$ cat src/rtl/fll_pkg.sv
package fll_pkg;
  typedef enum logic [1:0] {
    STEP_HOLD = 2'd0,
    STEP_UP   = 2'd1,
    STEP_DOWN = 2'd2
  } step_e;
endpackage

$ cat src/rtl/fll_ref_sync.sv
module fll_ref_sync #(
  parameter int SYNC_STAGES = 2
) (
  input  logic clk,
  input  logic rst,
  input  logic ref_in,
  output logic rise
);
  logic [SYNC_STAGES:0] chain;

  always_ff @(posedge clk) begin
    if (rst) chain[0] <= 1'b0;
    else     chain[0] <= ref_in;
  end

  for (genvar g = 1; g <= SYNC_STAGES; g++) begin : g_stage
    always_ff @(posedge clk) begin
      if (rst) chain[g] <= 1'b0;
      else     chain[g] <= chain[g-1];
    end
  end

  always_ff @(posedge clk) begin
    if (rst) rise <= 1'b0;
    else     rise <= chain[SYNC_STAGES-1] & ~chain[SYNC_STAGES];
  end
endmodule

$ cat src/rtl/fll_period_counter.sv
module fll_period_counter #(
  parameter int CNT_W = 16
) (
  input  logic             clk,
  input  logic             rst,
  input  logic             edge_pulse,
  output logic [CNT_W-1:0] meas,
  output logic             meas_valid
);
  localparam logic [CNT_W-1:0] CNT_MAX = '1;

  logic [CNT_W-1:0] run_cnt;
  logic             armed;

  always_ff @(posedge clk) begin
    if (rst) begin
      run_cnt    <= '0;
      meas       <= '0;
      meas_valid <= 1'b0;
      armed      <= 1'b0;
    end else begin
      meas_valid <= edge_pulse & armed;
      if (edge_pulse) begin
        armed   <= 1'b1;
        run_cnt <= CNT_W'(1);
        if (armed) meas <= run_cnt;
      end else if (run_cnt != CNT_MAX) begin
        run_cnt <= run_cnt + 1'b1;
      end
    end
  end
endmodule

$ cat src/rtl/fll_step_ctrl.sv
module fll_step_ctrl
  import fll_pkg::*;
#(
  parameter int          TAP_W      = 7,
  parameter int          MOD_W      = 5,
  parameter int          CNT_W      = 16,
  parameter int unsigned RESET_WORD = 12'h800
) (
  input  logic                   clk,
  input  logic                   rst,
  input  logic                   meas_valid,
  input  logic [CNT_W-1:0]       meas,
  input  logic [CNT_W-1:0]       target,
  input  logic                   freeze,
  output logic [TAP_W+MOD_W-1:0] word
);
  localparam int WORD_W = TAP_W + MOD_W;
  localparam logic [WORD_W-1:0] WORD_MAX = '1;
  localparam logic [WORD_W-1:0] WORD_MIN = '0;

  step_e dir;

  always_comb begin
    dir = STEP_HOLD;
    if (meas < target)      dir = STEP_UP;
    else if (meas > target) dir = STEP_DOWN;
  end

  always_ff @(posedge clk) begin
    if (rst) begin
      word <= WORD_W'(RESET_WORD);
    end else if (meas_valid && !freeze) begin
      case (dir)
        STEP_UP:   if (word != WORD_MAX) word <= word + 1'b1;
        STEP_DOWN: if (word != WORD_MIN) word <= word - 1'b1;
        default:   word <= word;
      endcase
    end
  end
endmodule

$ cat src/rtl/fll_lock_det.sv
module fll_lock_det #(
  parameter int CNT_W        = 16,
  parameter int LOCK_PERIODS = 4
) (
  input  logic             clk,
  input  logic             rst,
  input  logic             meas_valid,
  input  logic [CNT_W-1:0] meas,
  input  logic [CNT_W-1:0] target,
  output logic             locked
);
  localparam int STREAK_W = $clog2(LOCK_PERIODS + 1);
  localparam logic [STREAK_W-1:0] STREAK_TOP = STREAK_W'(LOCK_PERIODS);

  logic [STREAK_W-1:0] streak;
  logic [CNT_W:0]      meas_x, target_x;
  logic                in_band;

  assign meas_x   = {1'b0, meas};
  assign target_x = {1'b0, target};
  assign in_band  = (meas_x + 1'b1 >= target_x) && (meas_x <= target_x + 1'b1);

  always_ff @(posedge clk) begin
    if (rst) begin
      streak <= '0;
      locked <= 1'b0;
    end else if (meas_valid) begin
      if (in_band) begin
        if (streak != STREAK_TOP) streak <= streak + 1'b1;
        locked <= (streak + 1'b1 >= STREAK_TOP);
      end else begin
        streak <= '0;
        locked <= 1'b0;
      end
    end
  end
endmodule

$ cat src/rtl/fll_ctrl.sv
module fll_ctrl #(
  parameter int          TAP_W        = 7,
  parameter int          MOD_W        = 5,
  parameter int          CNT_W        = 16,
  parameter int          SYNC_STAGES  = 2,
  parameter int          LOCK_PERIODS = 4,
  parameter int unsigned RESET_WORD   = 12'h800
) (
  input  logic                   clk,
  input  logic                   rst,
  input  logic                   ref_clk,
  input  logic [CNT_W-1:0]       target,
  input  logic                   freeze,
  output logic [TAP_W+MOD_W-1:0] ctrl_word,
  output logic [CNT_W-1:0]       meas_count,
  output logic                   locked
);
  logic ref_rise;
  logic meas_valid;

  fll_ref_sync #(.SYNC_STAGES(SYNC_STAGES)) u_sync (
    .clk(clk), .rst(rst), .ref_in(ref_clk), .rise(ref_rise)
  );

  fll_period_counter #(.CNT_W(CNT_W)) u_cnt (
    .clk(clk), .rst(rst), .edge_pulse(ref_rise),
    .meas(meas_count), .meas_valid(meas_valid)
  );

  fll_step_ctrl #(
    .TAP_W(TAP_W), .MOD_W(MOD_W), .CNT_W(CNT_W), .RESET_WORD(RESET_WORD)
  ) u_step (
    .clk(clk), .rst(rst), .meas_valid(meas_valid), .meas(meas_count),
    .target(target), .freeze(freeze), .word(ctrl_word)
  );

  fll_lock_det #(.CNT_W(CNT_W), .LOCK_PERIODS(LOCK_PERIODS)) u_lock (
    .clk(clk), .rst(rst), .meas_valid(meas_valid), .meas(meas_count),
    .target(target), .locked(locked)
  );
endmodule

$ cat config.mk
export PLATFORM = sky130hd
export DESIGN_NAME = fll_ctrl
export DESIGN_NICKNAME = d
export VERILOG_FILES = /design/src/rtl/fll_pkg.sv /design/src/rtl/fll_ref_sync.sv /design/src/rtl/fll_period_counter.sv /design/src/rtl/fll_step_ctrl.sv /design/src/rtl/fll_lock_det.sv /design/src/rtl/fll_ctrl.sv
export SDC_FILE = /design/constraint.sdc
export NUM_CORES = 1
export LEC_CHECK = 0
export BUFFER_PORTS_ARGS = -buffer_cell sky130_fd_sc_hd__buf_2
export CORE_MARGIN = 2
export CORE_UTILIZATION = 25
export CTS_BUF_LIST = sky130_fd_sc_hd__clkbuf_8
export DETAILED_ROUTE_END_ITERATION = 8
export GPL_TIMING_DRIVEN = 0
export PLACE_DENSITY = 0.37
export SETUP_SLACK_MARGIN = 0.2
export SYNTH_ARGS = -nofsm -noshare
export SYNTH_HDL_FRONTEND = slang
export SYNTH_SLANG_ARGS = --single-unit
$ cat constraint.sdc
create_clock -name clk -period 5.3 [get_ports clk]
set_clock_uncertainty 0.2 [all_clocks]
set_input_delay 0.53 -clock clk [delete_from_list [all_inputs] [get_ports clk]]
set_output_delay 0.53 -clock clk [all_outputs]
set_load 0.01 [all_outputs]
Yosys cells after proc, flatten, opt, wreduce, memory -nomap -nowiden

Cells that the tools add are included.

Register bits: 54
Latch bits: 0
Bits in writable memories: 0
ROM bits: 0
Bits of input ports: 20
Output and inout port bits: 29
Logic and storage cells: 54
Memories kept: 0

Add/subtract/negate cells: 6
$mul: 0
Div/mod/pow operators: 0
Order comparisons: 5
Equality and inequality tests: 8
Shift operators: 0
Muxes and demuxes: 10
Bitwise gates (word level): 3
Reduce and logical (&&, ||, !) cells: 10

Operators by type and width:

| cell                                                   | number |
|---|---|
| adder 16 x 1 -> 17 bit (second input constant)         | 2 |
| two-way mux 12 bit                                     | 2 |
| case mux 12 bit (2 select lines)                       | 1 |
| >= comparator 17 x 16 -> 1 bit                         | 1 |
| less-or-equal comparator 16 x 17 -> 1 bit              | 1 |
| adder 16 x 1 -> 16 bit (second input constant)         | 1 |
| greater-than comparator 16 bit                         | 1 |
| less-than comparator 16 bit                            | 1 |
| inequality test 16 bit (second input constant)         | 1 |
| adder 12 x 1 -> 12 bit (second input constant)         | 1 |
| inequality test 12 bit (second input constant)         | 1 |
| nonzero test 12 bit                                    | 1 |
| subtractor 12 x 1 -> 12 bit (second input constant)    | 1 |
| two-way mux 3 bit                                      | 2 |
| two-way mux 2 bit                                      | 2 |
| inequality test 2 x 1 -> 1 bit (second input constant) | 2 |
| AND reduction 2 bit                                    | 2 |
| AND reduction 4 bit                                    | 1 |
| nonzero test 2 bit                                     | 2 |
| adder 3 x 1 -> 3 bit (second input constant)           | 1 |
| >= comparator 3 bit (second input constant)            | 1 |
| two-way mux 1 bit                                      | 3 |
| inequality test 3 bit (second input constant)          | 1 |
| bitwise AND 1 bit                                      | 2 |
| 7 further kinds                                        | 8 |

Logic depth before layout (Yosys ltp)

Depth after elaboration: 6
Depth in mapped cells: 17
Mapped depth without buffers: 16

Hierarchy

Synthesis repeated with hierarchy kept, for this count alone.

Cells, all modules: 580
Area total of the unflattened synthesis: 4556.9 um2

By module, submodules not included:

| module             | instances | cells an instance | area an instance (um2) | seq. area each (um2) |
|---|---|---|---|---|
| fll_step_ctrl      | 1         | 199               | 1552.7                 | 240.2 |
| fll_lock_det       | 1         | 203               | 1519.0                 | 80.1 |
| fll_period_counter | 1         | 170               | 1373.8                 | 680.7 |
| fll_ref_sync       | 1         | 8                 | 111.4                  | 80.1 |

Worst setup path after synthesis

Ideal clock, no wire load.

Kind: input-to-reg
Start point: in target[14]
End point: reg u_step.word[11]
Library setup time: 72 ps
Arrival: 3672 ps
Data required time: 5028 ps
Setup slack: 1357 ps
Stages on the path: 17
Path buffers: 1
Path through: inv_1 > ha_1 > a21oi_2 > nand2_1 > a221o_1 > or3_1 > buf_6 > nand2_1 > inv_1 > ha_1 > or2_2 > a21oi_1 > o31ai_1 > o41ai_1 > nand4_1 > o21ai_0 > mux2i_1

Cells in the longest elaborated chain, start to end: 6
Elaborated cells on any way between the ends: 11
Those cells by class: 2 x order compare; 4 x eq/ne; 3 x mux; 2 x reduce/logical

RTL lines:

| element                                                                               | line                | text |
|---|---|---|
| start, declared                                                                       | fll_ctrl.sv:12      | `input logic [CNT_W-1:0] target,` |
| greater-than comparator 16 bit                                                        | fll_step_ctrl.sv:26 | `else if (meas > target) dir = STEP_DOWN;` |
| two-way mux 2 bit                                                                     | fll_step_ctrl.sv:26 |  |
| two-way mux 2 bit (*)                                                                 | fll_step_ctrl.sv:25 | `if (meas < target) dir = STEP_UP;` |
| == test 2 bit / == test 2 x 1 -> 1 bit (equally long branches)                        | fll_step_ctrl.sv:33 | `case (dir)` |
| inequality test 2 x 1 -> 1 bit (no line) / nonzero test 2 bit (equally long branches) | n/a                 |  |
| AND reduction 4 bit (no line)                                                         | n/a                 |  |
| end signal, assigned                                                                  | fll_step_ctrl.sv:34 | `STEP_UP: if (word != WORD_MAX) word <= word + 1'b1;` |
| end signal, assigned                                                                  | fll_step_ctrl.sv:35 | `STEP_DOWN: if (word != WORD_MIN) word <= word - 1'b1;` |
| end signal, assigned                                                                  | fll_step_ctrl.sv:36 | `default: word <= word;` |
| end, declared                                                                         | fll_step_ctrl.sv:15 | `output logic [TAP_W+MOD_W-1:0] word` |

Every way passes the cells marked *; elsewhere a longest branch is shown, timed or not.
A chain may end at the register's enable or synchronous reset.

Final worst setup path

Start point: reg u_cnt.meas[7]
End point: reg u_step.word[11]

Cells in the longest elaborated chain, start to end: 6
Elaborated cells on any way between the ends: 11
Those cells by class: 2 x order compare; 4 x eq/ne; 3 x mux; 2 x reduce/logical

RTL lines:

| element                                                                               | line                     | text |
|---|---|---|
| start, declared                                                                       | fll_period_counter.sv:7  | `output logic [CNT_W-1:0] meas,` |
| start signal, assigned                                                                | fll_period_counter.sv:26 | `if (armed) meas <= run_cnt;` |
| greater-than comparator 16 bit                                                        | fll_step_ctrl.sv:26      |  |
| two-way mux 2 bit                                                                     | fll_step_ctrl.sv:26      |  |
| two-way mux 2 bit (*)                                                                 | fll_step_ctrl.sv:25      |  |
| == test 2 bit / == test 2 x 1 -> 1 bit (equally long branches)                        | fll_step_ctrl.sv:33      |  |
| inequality test 2 x 1 -> 1 bit (no line) / nonzero test 2 bit (equally long branches) | n/a                      |  |
| AND reduction 4 bit (no line)                                                         | n/a                      |  |

Marks and branches as above.

==> reports/metrics.yaml <==
status: "completed"
grt_use_met2_pct: 22.34
route.detailed.drc: 0
power.total_mw: 0.8263
ys_types: 55
grtUsageMet3_pct: 1.512
place_congestion: 0.7640
drt_iter0_markers: 97
finalCritPeriodShare_pct: 85.66
worst_pin_slew_ps: 913.8
start_util_pct: 25.53
powerDensity_nw_per_um2: 168.9
cts.sinks: 54
synthCells: 534
cts_max_path_buffers: 2
cp_max_fo: 10
avgSynthCellArea_um2: 7.929
drive_above_1_share_pct: 11.19
crit_path_start_kind: "register"
critPathSlowestCell: "dfxtp_1"
h-tree-depth: 2
antenna_found_initial: 0
die_w_um: 134.1
drtPass1Iterations: 4
multi_input_area_um2: 2992
worst-path-buf-inv: 2
dp_hpwl_um: 9561
synth_edf_count: 0
routed_wirelength_um: 11770
seqCellArea_um2: 1081
end_kind: "register"
wl_per_cell_um: 14.53
layout_common_cells: "ha_1 (63), nand2_1 (62), dfxtp_1 (54)"
portBuffers: 48
total_leakage_power_nw: 2.104
n_antenna_cell: 0
drv_cap: 0
grt_use_total_pct: 13.04
cp_data_required_time_ps: 5350
drv_slew: 0
yosys_register_bits: 54
path_clk_slew_ps: 100
syn_to_final_growth_pct: 15.54
yosys_warnings: 0
cts-resized-gates: 0
clk_latency_ps: 320
min_path_type: "register to register"
vias: 3887
critical_path_arrival_ps: 4590
synth_nets: 618
ant_nets: 0
final_cells: 810
crit_type: "register to register"
num_rows: 47
nets: 673
setup_viol: 0
numCtsBuffers: 5
async_flop_share_pct: 0
die-height_um: 134.1
grt_max_degree: 17
placed_cells: 802
max_freq_mhz: 220.3
timing.critical_path.max_delay_family: "compound AO/OA/AOI/OAI gates"
grt_pass1_wl_um: 18850
cts_tree: "yes"
clockRootBuffer: "clkbuf_8"
busiest_layer: "met2"
ys_seq_area_share_pct: 25.53
fin_crit_ps: 4540
grt_pass1_vias: 3715
ctsHoldBuffers: 0
ios: 49
syn-cell-area_um2: 4234
path_cells: "ha_1, a21oi_1, o21ai_1, a221o_1, or3_1, buf_6, nand2_1, inv_1, ha_1, or2_2, a21oi_1, o31ai_1, o41ai_1, nand4_1, o21ai_0, mux2i_1"
final.fill_count: 1833
rsz0062_at_grt: "no"
setup-tns-final_ps: 0
mostFrequentLayoutCell: "ha_1"
hold_viol: 0
critPathMaxStageDelay_ps: 530
core_area_um2: 16580
slew_headroom_pct: 38.44
synth_ff_type: "dfxtp_1"
dieArea_um2: 17990
gr-usage-met1_pct: 17.71
post_cts_buffers: 0
post_drt_via_cell_ratio: 4.799
grt-ovfl-total: 0
peakVddDrop_uv: 102.0
## worst register-to-register path, stage by stage (launching register included)
cell,delay [ps]
dfxtp_1,530
ha_1,330
a21oi_1,150
o21ai_1,100
a221o_1,370
or3_1,360
buf_6,160
nand2_1,90
inv_1,210
ha_1,410
or2_2,300
a21oi_1,230
o31ai_1,160
o41ai_1,410
nand4_1,140
o21ai_0,130
mux2i_1,200
## final timing paths
kind	from	to	cells after the start	slack [ps]
min	u_sync.chain[2]	u_sync.rise	1	190
max reg2reg	u_cnt.meas[7]	u_step.word[11]	16	760
max	u_cnt.meas[7]	u_step.word[11]	16	760
min reg2reg	u_sync.chain[2]	u_sync.rise	1	190
## layout make-up
type,instances,share of cell area [%]
well taps,220,5.627
inverters,24,1.841
plain buffers,15,1.458
repair buffers,48,4.910
clock inverters,2,1.228
flip-flops and latches,54,22.10
multi-input cells,441,61.15
clock buffers,6,1.688
## per-layer routing
metal	share of wire (%)	wire [µm]	vias up
li1	-	-	2021
met1	50	5890	1801
met2	46	5435	56
met3	2.6	307	9
met4	1.2	137	0
met5	0	0	-
## per-stage QoR
| stage | cell area, µm² | utilization (%) | hold WS, ps | worst slack (ps) |
|---|---|---|---|---|
| 3_5_place_dp | 4750 | 28.64 | 175.8 | 538.0 |
| 2_1_floorplan | 4234 | - | 167.4 | 1357 |
| 4_1_cts | 4892 | 29.50 | 192.0 | 708.1 |
| 5_1_grt | 4892 | 29.50 | 201.0 | 447.3 |
| 3_3_place_gp | 4750 | 28.64 | 171.4 | 547.5 |
| 6_report | 4892 | 29.50 | 188.0 | 760.0 |
## kinds of logic after synthesis
kind of cell | after synthesis | share of synthesized area, %
AO/OA/AOI/OAI | 107 | 14.89
XOR/XNOR | 48 | 9.929
AND/OR/NAND/NOR | 219 | 25.62
multiplexers | 3 | 1.123
buffers and inverters | 39 | 3.812
flip-flops | 54 | 25.53
adder cells (fa/ha/maj) | 64 | 19.09
## registers in the layout, indices dropped and copies added (netlist names)
register          cells
u_lock.streak         3
u_step.word          12
u_cnt.meas_valid      1
u_cnt.meas           16
u_cnt.run_cnt        16
u_lock.locked         1
u_cnt.armed           1
u_sync.chain          3
u_sync.rise           1
## cells in the mapped netlist (all sizes together) (2+ instances only)
master	n	area [µm²]
buf	4	30.03
o21ai	22	110.1
nand4	18	112.6
nor3b	2	15.01
inv	24	90.09
clkbuf	11	41.29
o21bai	2	15.01
or4	2	15.01
nand2b	3	18.77
ha	63	788.3
a21oi	52	264.0
and4	2	17.52
nor2b	10	62.56
and2	5	31.28
nor2	37	138.9
o211ai	2	15.01
xor2	15	131.4
nand3	43	215.2
dfxtp	54	1081
nand3b	2	15.01
nand2	62	232.7
or2	4	25.02
o31ai	2	15.01
a211oi	3	22.52
nor3	9	45.04
or3	2	12.51
mux2i	2	32.53
and3	11	68.82
a21o	4	30.03
nor4	4	31.28
a31oi	7	43.79
xnor2	33	289.0
## where the power goes
| group | switching, mW | total (mW) | internal, mW |
|---|---|---|---|
| registers | 0.00298 | 0.412 | 0.409 |
| logic | 0.0417 | 0.0688 | 0.0271 |
| clock network | 0.144 | 0.346 | 0.202 |
Power figures use the tool's default switching activity.
